`config.mk`:
```
export PLATFORM = sky130hd
export DESIGN_NAME = strap_capture_seq
export DESIGN_NICKNAME = d
export VERILOG_FILES = /design/src/rtl/strap_seq_pkg.sv /design/src/rtl/strap_sync.sv /design/src/rtl/window_timer.sv /design/src/rtl/strap_latch.sv /design/src/rtl/strap_capture_seq.sv
export SDC_FILE = /design/constraint.sdc
export NUM_CORES = 1
export LEC_CHECK = 0
export ABC_AREA = 1
export BUFFER_PORTS_ARGS = -buffer_cell sky130_fd_sc_hd__buf_2
export CORE_MARGIN = 10
export CORE_UTILIZATION = 45
export DETAILED_ROUTE_END_ITERATION = 8
export GPL_ROUTABILITY_DRIVEN = 0
export MAX_ROUTING_LAYER = met4
export SYNTH_ARGS = -nofsm -noshare
export SYNTH_HDL_FRONTEND = slang
export SYNTH_HIERARCHICAL = 1
export SYNTH_SLANG_ARGS = --single-unit
```
`constraint.sdc`:
```
create_clock -name clk -period 2.3 [get_ports clk]
set_input_delay 0.46 -clock clk [delete_from_list [all_inputs] [get_ports clk]]
set_output_delay 0.46 -clock clk [all_outputs]
set_load 0.02 [all_outputs]
```
`src/rtl/strap_seq_pkg.sv`:
```
package strap_seq_pkg;

   typedef enum logic [0:0] {
      SEQ_WINDOW = 1'b0,
      SEQ_LIVE   = 1'b1
   } seq_state_t;

   function automatic int unsigned cnt_width(input int unsigned limit);
      return (limit < 2) ? 1 : $clog2(limit);
   endfunction

endpackage

```
`src/rtl/strap_sync.sv`:
```
module strap_sync #(
   parameter int unsigned WIDTH  = 5,
   parameter int unsigned STAGES = 2
) (
   input  logic             clk,
   input  logic             rst_n,
   input  logic [WIDTH-1:0] d_in,
   output logic [WIDTH-1:0] d_out
);

   logic [WIDTH-1:0] stage_q [STAGES];

   generate
      for (genvar s = 0; s < int'(STAGES); s++) begin : g_stage
         if (s == 0) begin : g_first
            always_ff @(posedge clk or negedge rst_n) begin
               if (!rst_n) stage_q[0] <= '0;
               else        stage_q[0] <= d_in;
            end
         end else begin : g_next
            always_ff @(posedge clk or negedge rst_n) begin
               if (!rst_n) stage_q[s] <= '0;
               else        stage_q[s] <= stage_q[s-1];
            end
         end
      end
   endgenerate

   assign d_out = stage_q[STAGES-1];

endmodule

```
`src/rtl/window_timer.sv`:
```
module window_timer
   import strap_seq_pkg::*;
#(
   parameter int unsigned LENGTH = 28636
) (
   input  logic clk,
   input  logic rst_n,
   input  logic run,
   output logic last
);

   localparam int unsigned CW = cnt_width(LENGTH);
   localparam logic [CW-1:0] LAST_VAL = CW'(LENGTH - 1);

   logic [CW-1:0] cnt_q;

   always_ff @(posedge clk or negedge rst_n) begin
      if (!rst_n)                   cnt_q <= '0;
      else if (run && !last)        cnt_q <= cnt_q + 1'b1;
   end

   assign last = run && (cnt_q == LAST_VAL);

endmodule

```
`src/rtl/strap_latch.sv`:
```
module strap_latch #(
   parameter int unsigned WIDTH = 5
) (
   input  logic             clk,
   input  logic             rst_n,
   input  logic             capture,
   input  logic [WIDTH-1:0] sync_lvl,
   output logic [WIDTH-1:0] bits_q,
   output logic [WIDTH-1:0] oe_q
);

   generate
      for (genvar i = 0; i < int'(WIDTH); i++) begin : g_pin
         always_ff @(posedge clk or negedge rst_n) begin
            if (!rst_n) begin
               bits_q[i] <= 1'b0;
               oe_q[i]   <= 1'b0;
            end else if (capture) begin
               bits_q[i] <= sync_lvl[i];
               oe_q[i]   <= 1'b1;
            end
         end
      end
   endgenerate

endmodule

```
`src/rtl/strap_capture_seq.sv`:
```
module strap_capture_seq
   import strap_seq_pkg::*;
#(
   parameter int unsigned NUM_PINS      = 5,
   parameter int unsigned WINDOW_CYCLES = 28636,
   parameter int unsigned SYNC_STAGES   = 2
) (
   input  logic                clk,
   input  logic                pwr_good,
   input  logic [NUM_PINS-1:0] pin_in,
   output logic [NUM_PINS-1:0] strap_bits,
   output logic [NUM_PINS-1:0] pin_oe,
   output logic                ready
);

   generate
      if (NUM_PINS < 1) begin : g_bad_pins
         $error("NUM_PINS must be at least 1");
      end
      if (SYNC_STAGES < 2) begin : g_bad_sync
         $error("SYNC_STAGES must be at least 2");
      end
      if (WINDOW_CYCLES <= SYNC_STAGES) begin : g_bad_window
         $error("WINDOW_CYCLES must exceed SYNC_STAGES");
      end
   endgenerate

   seq_state_t          state_q;
   logic                win_last;
   logic                capture;
   logic [NUM_PINS-1:0] sync_lvl;

   strap_sync #(
      .WIDTH  (NUM_PINS),
      .STAGES (SYNC_STAGES)
   ) u_sync (
      .clk   (clk),
      .rst_n (pwr_good),
      .d_in  (pin_in),
      .d_out (sync_lvl)
   );

   window_timer #(
      .LENGTH (WINDOW_CYCLES)
   ) u_timer (
      .clk   (clk),
      .rst_n (pwr_good),
      .run   (state_q == SEQ_WINDOW),
      .last  (win_last)
   );

   assign capture = (state_q == SEQ_WINDOW) && win_last;

   always_ff @(posedge clk or negedge pwr_good) begin
      if (!pwr_good)    state_q <= SEQ_WINDOW;
      else if (capture) state_q <= SEQ_LIVE;
   end

   strap_latch #(
      .WIDTH (NUM_PINS)
   ) u_latch (
      .clk      (clk),
      .rst_n    (pwr_good),
      .capture  (capture),
      .sync_lvl (sync_lvl),
      .bits_q   (strap_bits),
      .oe_q     (pin_oe)
   );

   assign ready = (state_q == SEQ_LIVE);

endmodule

```
==> out/results.ini, run 1 <==
[synth]
netlist_instances = 197
synth_most_common_cell = nand2_1
ys.flop_type = dfrtp_1
syn_area_um2 = 1580
synth-edff-count = 0
async_reset_ff_share_pct = 100
synth_nets = 205
yosysTopAreaCell = dfrtp_1
synth.top_cells.by_count = 91 x nand2_1, 32 x dfrtp_1, 16 x nor2_1
yosys_warnings = 6
yosys.area.top_type_share_pct = 50.7
synth_area_leaders = dfrtp_1 51%, nand2_1 22%, buf_4 4.3%, nor2_1 3.8%, inv_1 2.9%
synthDistinctLibCells = 21
seq_area_frac_synth_pct = 50.7
avgSynthCellArea_um2 = 8.02
ys_seq_elements = 32

[critical_path]
end_kind = flop
cp_data_required_time_ps = 2520
r2r_cells = 9
cp.arrival_ps = 2150
path_max_fanout = 7
start_kind = flop
crit_type = flop to flop

[clocking]
cts_setup_buffers = 0
cts.htree.levels = 2
numCtsBuffers = 5
cts_resized = 0
clock-sinks = 32
cts_tree = built
root_buffer = clkbuf_4
clockBufferDepth = 2
path_clk_slew_ps = 90
clk_latency_ps = 320
cts_hold_buf = 0

[hold_path]
hold_path.class = primary input to asynchronous set/reset pin

[drt]
vias = 1182
viasPerCell = 4.67
first_pass_iters = 4
finalWirelength_mm = 2.90
routedWlPerCell_um = 11.4
dr.first_iter.drc_count = 46
ant_nets = 0
route.detailed.drc = 0

[pwr]
p_leak_uw = 0.000878
p_per_area_nw_per_um2 = 556
vdd_drop_max_uv = 365
totalPowerFinal_uw = 935

[grt]
grt_util_all_layers_pct = 10.3
grt_pass1_wl_mm = 5.06
grt_max_degree = 33
gr-total-overflow = 0
grt_pass1_vias = 1147
antenna_found_initial = 0

[floorplan]
die-area_um2 = 6280
io-pin-count = 18
core_area_um2 = 3360
die_w_um = 79.2
rows = 21
initial_core_util_pct = 46.9
die_y_um = 79.2

[sta]
worst_pin_slew_ps = 679
slew_headroom_pct = 54.7
fin_crit_sh_pct = 83.8
tns_ps = 0
min_period_ps = 1930
maxClockFrequency_ghz = 0.519
final_max_slew_viol_count = 0
rsz0062_at_grt = no
finalSetupViolations = 0
hold_violations = 0
finClkSkew_ps = 6.13

[final_layout]
drive_gt1_share_pct = 14.5
n_antenna_cell = 0
regArea_um2 = 801
multi_input_area_um2 = 621
area_delta_synth_final_pct = 6.50
fin_nets = 215
fillers = 330

[outcome]
status = completed

[placement]
dp_hpwl_mm = 2.12
port-buffer-count = 17

[run]
drv_cap = 0

## critical path, stage by stage (launching register included)
cell	delay [ps]
dfrtp_1	440
nand2_1	140
nor2_1	310
nand2_1	100
nor4_1	170
inv_1	90
nor2_1	340
inv_2	110
nand2_1	90
nand2_1	50
## where the power goes
| group | total (uW) | internal (uW) | leakage (uW) | switching (uW) |
|---|---|---|---|---|
| Combinational | 14.4 | 3.51 | 0.000432 | 10.9 |
| Clock | 347 | 173 | 0.0000374 | 174 |
| Sequential | 574 | 571 | 0.000410 | 2.78 |
## worst paths after layout
check | start | end | slack [ps]
worst max-delay path | u_timer/cnt_q[9] | u_latch/bits_q[4] | 370
worst max register to register | u_timer/cnt_q[9] | u_latch/bits_q[4] | 370
worst min-delay path | pwr_good | u_sync/stage_q[7] | 170
min in group clk | pin_in[0] | u_sync/stage_q[5] | 240
worst min register to register | u_sync/stage_q[6] | u_sync/d_out[1] | 360
max in group asynchronous | pwr_good | u_timer/cnt_q[9] | 1690
## flip-flops by register name (all words and copies together), names as in the netlist
register / cells
ready: 1
u_timer/cnt_q: 15
u_latch/bits_q: 5
u_sync/d_out: 5
u_latch/oe_q: 1
u_sync/stage_q: 5
## area by class of cell
cell class	count	area share, %
clock buffer	7	3.87
inverter	14	3.13
multi-input combinational	137	36.9
sequential	32	47.6
tap	46	3.42
timing repair buffer	17	5.06
## cells by family after synthesis
group	count (synthesis)	synth area share, %
XOR/XNOR	7	3.88
AND/OR/NAND/NOR	128	33.6
buffers and inverters	28	9.98
adder cells (fa/ha/maj)	1	0.792
AO/OA/AOI/OAI	1	1.03
flip-flops	32	50.7
## layer usage
| layer | global-route usage [%] | share of wire [%] | up-vias |
|---|---|---|---|
| li1 | - | - | 614 |
| met1 | 11.3 | 44 | 541 |
| met2 | 16.1 | 47 | 22 |
| met3 | 3.94 | 7.5 | 5 |
| met4 | 5.38 | 1.6 | 0 |
| met5 | - | 0 | - |
## placed cells by master (no fill, tap or decap), types with 2 or more instances in the layout
| cell type | Yosys | routed |
|---|---|---|
| nand3b_1 | 2 | 2 |
| nor2_1 | 16 | 16 |
| nand2_1 | 91 | 91 |
| buf_2 | 3 | 17 |
| clkbuf_8 | 0 | 2 |
| inv_2 | 2 | 2 |
| clkbuf_4 | 0 | 5 |
| nand4_1 | 6 | 6 |
| dfrtp_1 | 32 | 32 |
| inv_1 | 12 | 12 |
| xor2_1 | 5 | 5 |
| xnor2_1 | 2 | 2 |
| nand3_1 | 7 | 7 |
## per-stage QoR
step	std cells	worst slack, ps	area, um2	hold WS, ps	util [%]
final	253	373	1680	168	50.0
after global routing	253	126	1680	215	50.0
after CTS	253	364	1680	187	50.0
after detailed placement	246	387	1620	338	48.1
after global placement	246	462	1620	332	48.1
after floorplan	197	624	1580	164	-
Power figures use the tool's default switching activity.
==> run 2, diff against run 1 <==
--- a/config.mk
+++ b/config.mk
@@ -12,6 +12,7 @@
 export DETAILED_ROUTE_END_ITERATION = 8
 export GPL_ROUTABILITY_DRIVEN = 0
 export MAX_ROUTING_LAYER = met4
+export PLACE_DENSITY = 0.66
 export SYNTH_ARGS = -nofsm -noshare
 export SYNTH_HDL_FRONTEND = slang
 export SYNTH_HIERARCHICAL = 1
==> constraint.sdc (replaced) <==
create_clock -name clk -period 1.7 [get_ports clk]
set_input_delay 0.34 -clock clk [delete_from_list [all_inputs] [get_ports clk]]
set_output_delay 0.34 -clock clk [all_outputs]
set_load 0.02 [all_outputs]
==> out/results.ini, run 2 (same netlist as run 1, synthesis figures left out) <==
[floorplan]
core_area_um2 = 3360
die_y_um = 79.2
die-area_um2 = 6280
io-pin-count = 18
rows = 21
die_w_um = 79.2
initial_core_util_pct = 46.9

[critical_path]
cpMaxStageDelayCell = dfrtp_1
crit_type = flop to flop
cp_common_cell = nand2_1
cp_cell_sequence = ha_2, inv_1, nor3_1, nand2_1, nor4_2, inv_1, nor2_4, buf_4, nand2_1, nand2_1
r2r-start = u_timer/cnt_q[0]
critical_path.startpoint = u_timer/cnt_q[0]
cp_data_required_time_ps = 1980
start_kind = flop
cp.arrival_ps = 1820
path_max_fanout = 5
end_kind = flop
max_stage_delay_ps = 370

[clocking]
clock-sinks = 32
clockBufferDepth = 2
cts_resized = 2
cts_hold_buf = 0
cts_tree = built
numCtsBuffers = 5
cts_setup_buffers = 0
path_clk_slew_ps = 110
clk_latency_ps = 330
cts.htree.levels = 2
root_buffer = clkbuf_4

[final_layout]
max_flop_register = u_timer/cnt_q
fin_nets = 221
area_delta_synth_final_pct = 10.1
final_cell_area_um2 = 1740
n_antenna_cell = 0
final_common_cell = nand2_1
largest_reg_flops = 15
layout_common_cells = 91 x nand2_1, 32 x dfrtp_1, 17 x buf_2
drive_gt1_share_pct = 18.7

[sta]
hold_violations = 0
rsz0062_at_grt = no
tns_ps = 0
maxClockFrequency_ghz = 0.649
min_period_ps = 1540
finalSetupViolations = 0
fin_crit_sh_pct = 90.7
slew_headroom_pct = 54.2
final_max_slew_viol_count = 0
worst_pin_slew_ps = 687
setup_slack_ps = 158
finClkSkew_ps = 14.0

[drt]
first_pass_iters = 4
ant_nets = 0
vias = 1203
finalWirelength_mm = 2.86
route.detailed.drc = 0
viasPerCell = 4.63
dr.first_iter.drc_count = 47
routedWlPerCell_um = 11.0

[outcome]
status = completed

[grt]
use_met2_pct = 15.4
grt_util_all_layers_pct = 10.3
grt_max_degree = 33
antenna_found_initial = 0
met3_usage_pct = 4.39
use_met1_pct = 11.9
grt_pass1_vias = 1145
gr-total-overflow = 0
gr-max-usage-layer = met2
grt_pass1_wl_mm = 5.12

[pwr]
vdd_drop_max_uv = 397
p_leak_uw = 0.000908
p_per_area_nw_per_um2 = 703

[run]
drv_cap = 0

[placement]
post-place-ws_ps = 17.9
dp_hpwl_mm = 2.04
port-buffer-count = 17
placed_area_um2 = 1660

[hold_path]
hold_path.class = primary input to asynchronous set/reset pin

-- run 2: changes by cell type in the layout (fill, tap and decap cells not counted) --
| cell | before | now |
|---|---|---|
| clkinv_2 | 0 | 2 |
| clkinv_4 | 0 | 1 |
| clkbuf_8 | 2 | 0 |
| nor2_2 | 1 | 0 |
| ha_2 | 0 | 1 |
| nor4_1 | 1 | 0 |
| nor2_4 | 1 | 3 |
| ha_1 | 1 | 0 |
| buf_4 | 0 | 6 |
| nor4_2 | 0 | 1 |
| nor2_1 | 16 | 15 |
-- run 2: critical path: cells and delay by family (launching register included) --
kind / cells / cell delay, ps
and+or+nand+nor: 6 / 610
DFF: 1 / 370
buffers and inverters: 3 / 300
adders and majority gates: 1 / 200
-- run 2: layer usage --
metal  part of all wire, %  up-vias
li1                      -      629
met1                    49      555
met2                    45       15
met3                   5.1        4
met4                   1.1        0
met5                     0        -
-- run 2: layout make-up --
cell class              count  area [um2]
multi-input cells         137         642
fillers                   348        1620
clock buffers               5        37.5
inverters                  14        52.6
flip-flops and latches     32         801
well taps                  46        57.6
clock inverters             3        18.8
repair buffers             23         130
-- run 2: worst paths after layout --
path / to / slack [ps] / depth (start not counted)
setup / recovery: u_latch/bits_q[3] / 160 / 10
hold / removal: u_timer/cnt_q[0] / 30 / 1
setup reg to reg: u_latch/bits_q[3] / 160 / 10
hold reg to reg: u_sync/d_out[4] / 350 / 0
max in group asynchronous: u_timer/cnt_q[13] / 1210 / 1
min in group clk: u_sync/stage_q[8] / 110 / 1
-- run 2: stage by stage --
| stage | cells | power (uW) | util [%] | hold slack, ps |
|---|---|---|---|---|
| final | 260 | 1220 | 51.7 | 33.3 |
| after global routing | 260 | 1270 | 51.7 | 64.9 |
| after CTS | 260 | 1240 | 51.3 | 42.9 |
| after detailed placement | 252 | 812 | 49.4 | 335 |
| after global placement | 252 | 812 | 49.4 | 334 |
| after floorplan | 197 | 798 | - | 44.4 |
-- run 2: power by group --
part / leakage [uW] / internal [uW] / switching [uW] / total, uW
Combinational: 0.000464 / 4.75 / 14.9 / 19.7
Sequential: 0.000410 / 773 / 2.92 / 775
Clock: 0.0000349 / 159 / 268 / 427
Total: 0.000908 / 936 / 286 / 1220
